===== src/rtl/phase_sync_divider_pkg.sv =====
package phase_sync_divider_pkg;

  // Number of input cycles the divided output stays high for a stored
  // ratio value m1 (division factor m1+1): ceil((m1+1)/2).
  function automatic int unsigned high_len(input int unsigned m1);
    return (m1 >> 1) + 1;
  endfunction

  // Register select values on the write port.
  localparam logic ADDR_RATIO = 1'b0;
  localparam logic ADDR_CTRL  = 1'b1;

endpackage


===== src/rtl/div_sync_edge.sv =====
module div_sync_edge #(
  parameter int STAGES = 2
) (
  input  logic clk_i,
  input  logic rst_ni,
  input  logic sync_i,
  output logic evt_o
);
  logic [STAGES-1:0] chain_q;
  logic              last_q;

  always_ff @(posedge clk_i or negedge rst_ni) begin
    if (!rst_ni) begin
      chain_q <= '0;
      last_q  <= 1'b0;
    end else begin
      chain_q[0] <= sync_i;
      for (int k = 1; k < STAGES; k++) chain_q[k] <= chain_q[k-1];
      last_q <= chain_q[STAGES-1];
    end
  end

  assign evt_o = chain_q[STAGES-1] & ~last_q;

  // An event is a single-cycle pulse even for a held strobe.
  assert_evt_single_R3: assert property (@(posedge clk_i) disable iff (!rst_ni)
    evt_o |=> !evt_o);

endmodule


===== src/rtl/div_ctrl.sv =====
module div_ctrl
  import phase_sync_divider_pkg::*;
#(
  parameter int RATIO_W = 3
) (
  input  logic               clk_i,
  input  logic               rst_ni,
  input  logic               we_i,
  input  logic               addr_i,
  input  logic [RATIO_W-1:0] wdata_i,
  input  logic               evt_i,
  output logic [RATIO_W-1:0] pend_o,
  output logic               armed_o,
  output logic               honor_o
);
  logic               en_q, once_q, armed_q;
  logic [RATIO_W-1:0] pend_q;
  logic               ctl_wr, ratio_wr;

  assign ctl_wr   = we_i & (addr_i == ADDR_CTRL);
  assign ratio_wr = we_i & (addr_i == ADDR_RATIO);
  // Judged with the settings held before any write in this cycle.
  assign honor_o  = evt_i & en_q & (~once_q | armed_q);

  always_ff @(posedge clk_i or negedge rst_ni) begin
    if (!rst_ni) begin
      en_q    <= 1'b0;
      once_q  <= 1'b0;
      armed_q <= 1'b0;
      pend_q  <= '0;
    end else begin
      if (ratio_wr) pend_q <= wdata_i;
      if (ctl_wr) begin
        en_q    <= wdata_i[0];
        once_q  <= wdata_i[1];
        armed_q <= wdata_i[0] & wdata_i[1];
      end else if (honor_o && once_q) begin
        armed_q <= 1'b0;
      end
    end
  end

  assign pend_o  = pend_q;
  assign armed_o = armed_q;

  // A consumed once-only event clears the arm flag.
  assert_arm_consumed_R5: assert property (@(posedge clk_i) disable iff (!rst_ni)
    (honor_o && once_q && !ctl_wr) |=> !armed_o);
  // The arm flag is only ever raised by a control write.
  assert_arm_source_R5: assert property (@(posedge clk_i) disable iff (!rst_ni)
    $rose(armed_o) |-> $past(ctl_wr));
  // A disabled strobe never produces an honored event.
  assert_disabled_ignored_R4: assert property (@(posedge clk_i) disable iff (!rst_ni)
    !en_q |-> !honor_o);

endmodule


===== src/rtl/div_phase_ctr.sv =====
module div_phase_ctr
  import phase_sync_divider_pkg::*;
#(
  parameter int RATIO_W = 3
) (
  input  logic               clk_i,
  input  logic               rst_ni,
  input  logic               honor_i,
  input  logic [RATIO_W-1:0] pend_i,
  output logic               div_o,
  output logic               wrap_o
);
  logic [RATIO_W-1:0] cnt_q, act_q, cnt_d, act_d;
  logic               out_q, out_d;

  assign wrap_o = (cnt_q == act_q);

  always_comb begin
    act_d = act_q;
    cnt_d = cnt_q;
    out_d = out_q;
    if (honor_i) begin
      act_d = pend_i;
      cnt_d = pend_i;     // start phase: next edge wraps
      out_d = 1'b0;
    end else if (wrap_o) begin
      act_d = pend_i;
      cnt_d = '0;
      out_d = 1'b1;       // high_len is never zero
    end else begin
      cnt_d = cnt_q + 1'b1;
      out_d = (32'(cnt_q) + 32'd1) < high_len(32'(act_q));
    end
  end

  always_ff @(posedge clk_i or negedge rst_ni) begin
    if (!rst_ni) begin
      act_q <= '0;
      cnt_q <= '0;
      out_q <= 1'b0;
    end else begin
      act_q <= act_d;
      cnt_q <= cnt_d;
      out_q <= out_d;
    end
  end

  assign div_o = out_q;

  // Honored event puts the divider in its start phase with output low.
  assert_sync_start_R6: assert property (@(posedge clk_i) disable iff (!rst_ni)
    honor_i |=> (!div_o && wrap_o));
  // Fixed latency: output rises on the edge after the honoring one.
  assert_sync_rise_R6: assert property (@(posedge clk_i) disable iff (!rst_ni)
    honor_i |=> ##1 div_o);
  // Ratio only changes at a wrap or an honored event.
  assert_ratio_held_R7: assert property (@(posedge clk_i) disable iff (!rst_ni)
    (!honor_i && !wrap_o) |=> $stable(act_q));
  // Counter never runs past the active period.
  assert_cnt_bound_R1: assert property (@(posedge clk_i) disable iff (!rst_ni)
    cnt_q <= act_q);

endmodule


===== src/rtl/phase_sync_divider.sv =====
module phase_sync_divider #(
  parameter int RATIO_W     = 3,
  parameter int SYNC_STAGES = 2
) (
  input  logic               clk_i,
  input  logic               rst_ni,
  input  logic               sync_i,
  input  logic               cfg_we_i,
  input  logic               cfg_addr_i,
  input  logic [RATIO_W-1:0] cfg_wdata_i,
  output logic               div_clk_o,
  output logic               armed_o
);
  logic               sync_evt;
  logic               sync_honor;
  logic [RATIO_W-1:0] ratio_pend;
  logic               period_wrap;

  div_sync_edge #(.STAGES(SYNC_STAGES)) u_edge (
    .clk_i  (clk_i),
    .rst_ni (rst_ni),
    .sync_i (sync_i),
    .evt_o  (sync_evt)
  );

  div_ctrl #(.RATIO_W(RATIO_W)) u_ctrl (
    .clk_i   (clk_i),
    .rst_ni  (rst_ni),
    .we_i    (cfg_we_i),
    .addr_i  (cfg_addr_i),
    .wdata_i (cfg_wdata_i),
    .evt_i   (sync_evt),
    .pend_o  (ratio_pend),
    .armed_o (armed_o),
    .honor_o (sync_honor)
  );

  div_phase_ctr #(.RATIO_W(RATIO_W)) u_ctr (
    .clk_i   (clk_i),
    .rst_ni  (rst_ni),
    .honor_i (sync_honor),
    .pend_i  (ratio_pend),
    .div_o   (div_clk_o),
    .wrap_o  (period_wrap)
  );

  // A wrap without an honored event always restarts the high phase.
  assert_wrap_high_R2: assert property (@(posedge clk_i) disable iff (!rst_ni)
    (period_wrap && !sync_honor) |=> div_clk_o);

endmodule


===== config.mk =====
export PLATFORM = sky130hd
export DESIGN_NAME = phase_sync_divider
export DESIGN_NICKNAME = d
export VERILOG_FILES = /design/src/rtl/phase_sync_divider_pkg.sv /design/src/rtl/div_sync_edge.sv /design/src/rtl/div_ctrl.sv /design/src/rtl/div_phase_ctr.sv /design/src/rtl/phase_sync_divider.sv
export SDC_FILE = /design/constraint.sdc
export NUM_CORES = 1
export LEC_CHECK = 0
export ABC_AREA = 1
export BUFFER_PORTS_ARGS = -buffer_cell sky130_fd_sc_hd__buf_2
export CAP_MARGIN = 25
export CORE_MARGIN = 8
export CORE_UTILIZATION = 56
export DETAILED_ROUTE_END_ITERATION = 6
export HOLD_SLACK_MARGIN = 0.08
export PLACE_DENSITY = 0.78
export RECOVER_POWER = 100
export REMOVE_ABC_BUFFERS = 1
export SYNTH_ARGS = -nofsm -noshare
export SYNTH_HDL_FRONTEND = slang
export SYNTH_HIERARCHICAL = 1
export SYNTH_SLANG_ARGS = --single-unit

===== constraint.sdc =====
create_clock -name clk_i -period 2.9 [get_ports clk_i]
set_clock_uncertainty 0.05 [all_clocks]
set_input_delay 0.58 -clock clk_i [delete_from_list [all_inputs] [get_ports clk_i]]
set_output_delay 0.58 -clock clk_i [all_outputs]
set_load 0.01 [all_outputs]

==> impl_results.md <==
- Max-cap violation count: 0
- Leak: 0.473 nW
- CP delay by family, top: adder cells
- Seq. cell area: 400 µm²
- Layout area overhead: 11.1%
- Clock Sinks: 16
- Non-Filler Instances: 119
- Post-route ant nets: 0
- Crit. End Element: flip-flop
- Number of global-route vias before repair: 624
- Die Area: 0.00281 mm²
- DP Wirelength: 1130 µm
- Levels on crit path: 7
- Clock transition at path regs: around 0.090 ns
- Root Driver: clkbuf_4
- Critical path peak fanout: 4
- Initial core utilization: 0.598
- Max Slew Vio Count: 0
- Pwr dens: between 900 and 1000 mW/mm²
- Util after Layout: 0.664
- GRT Resource Usage Total: 0.111
- # hold bufs at CTS: 0
- Fin. Hold Viols: 0
- 1st-iter DRT viols: 12
- Worst endpoint required time: 3.06 ns
- ANT cells: 0
- Mapped cell area: 768 µm²
- First-pass GRT wire length: roughly 2300 µm
- Hold Slack: 0.306 ns
- Die H: 53.0 µm
- Inserted Clock Buffers: 3
- Arr. time, crit path: between 1.5 and 2 ns
- Crit-path cells: ha_1, ha_1, nand2_1, nand2_1, nand2_1, nand2_1, a21oi_1
- Cell mode on critical path: nand2_1
- IO Pins: 10
- Unrepaired setup endpoints after global routing: no
- Post_cts resized: 0
- CP Launch Type: flip-flop
- Slowest stage cell, crit path: dfrtp_1
- Multi-input gate area: 302 µm²
- CTS Buffer Depth: 2
- Crit Path Class: reg2reg
- Status: complete, no violations
- First-pass detailed-route iteration total: 4
- Placed cells: 115
- Fillers: 124
- Mean post-synth cell area: 8.44 µm²
- Fmax: 643 MHz
- Core area: 0.00128 mm²
- Rows: 13
- Layout cells sized above 1: 0.0962
- Slew headroom: 0.458
- Reg2reg path depth: 7
- H-tree levels: 1
- Worst path bufs/invs: 0
- Vias per inst: 5.01
- Hold Crit Class: in2async
- Grt ovf: 0
- Clk_lat worst skew: 0.28 ns
- Yosys warns: 6
- GPL Wtd Cong: 0.854
- Mean routed wirelength per cell: 11.5 µm
- Antenna violations before repair: 0
- Width of the die: ~53 µm
- Final WL: 1370 µm
- Post-CTS setup buffer count: 0
- Gate Count Post-Synth: 91
- DRC violations left: 0
- # port buffers: 9
- Actual slew at the worst max-slew pin: 0.813 ns
- Vias: 596
- Largest stage delay, worst path: 0.42 ns
- Period minus WS final: 1.56 ns
- Largest net degree at the start of global routing: 17
- VDD IR max: 0.431 mV
- Final net count: 117
- Tcrit/Tclk final: 0.536
- TritonCTS clock tree: done
- Final setup viols: 0
- TNS Setup: 0 ns
[area by class of cell]
cell class,count,share of cell area
clock buffers,4,0.0425
inverters,15,0.0660
multi-input cells,60,0.353
flip-flops and latches,16,0.469
well taps,15,0.0220
repair buffers,9,0.0469
[placed cells by master (no fill, tap or decap), types with 2 or more instances in the layout]
| master | count |
|---|---|
| inv_1 | 15 |
| nand2_1 | 35 |
| a21oi_1 | 2 |
| o21ai_1 | 2 |
| ha_1 | 4 |
| dfrtp_1 | 16 |
| o21ai_0 | 2 |
| buf_2 | 5 |
| nand3_1 | 9 |
| clkbuf_1 | 4 |
| clkbuf_4 | 3 |
[worst reg2reg max path: stages (launching register included)]
cell and delay [ns]:
dfrtp_1 0.42, ha_1 0.35, ha_1 0.31, nand2_1 0.07
nand2_1 0.05, nand2_1 0.06, nand2_1 0.06, a21oi_1 0.12
[per-stage QoR]
| stage | worst slack, ns | cell area [µm²] | total power, mW |
|---|---|---|---|
| after floorplan | 1.52 | 768 | 0.602 |
| after global placement | 1.41 | 832 | 0.675 |
| after detailed placement | 1.35 | 832 | 0.711 |
| after CTS | 1.33 | 868 | 0.851 |
| after global routing | 1.26 | 853 | 0.913 |
| final | 1.34 | 853 | 0.834 |
[path summary, 6_finish.rpt]
kind,from,to,slack [ns]
max in group asynchronous,rst_ni,u_ctr/act_q[0],1.98
setup reg to reg,u_ctr/cnt_q[0],u_ctr/div_o,1.34
min in group clk_i,u_edge/chain_q[0],u_edge/chain_q[1],0.31
hold reg to reg,u_edge/chain_q[0],u_edge/chain_q[1],0.31
hold / removal,rst_ni,u_edge/chain_q[0],0.31
setup / recovery,u_ctr/cnt_q[0],u_ctr/div_o,1.34
[routing by layer]
metal | vias up | wire, µm | global-route usage
met5 | - | 0 | 0
met4 | 0 | 12 | 0.0690
met3 | 2 | 42 | 0.0196
met2 | 10 | 763 | 0.219
met1 | 274 | 551 | 0.0992
li1 | 310 | - | -
[flip-flops by register name, summed over array words and instances, names as in the netlist]
register / cells
u_ctr/act_q: 3
u_ctr/cnt_q: 3
u_ctrl/pend_o: 3
u_edge/chain_q: 2
u_ctr/div_o: 1
u_ctrl/armed_o: 1
u_ctrl/en_q: 1
u_ctrl/once_q: 1
u_edge/last_q: 1
[power breakdown]
group | internal (mW) | switching, mW | total, mW
Combinational | 0.144 | 0.211 | 0.356
Sequential | 0.285 | 0.0545 | 0.339
Clock | 0.0763 | 0.0629 | 0.139
Total | 0.505 | 0.329 | 0.834
No activity file was read; power rests on OpenSTA's default activity.
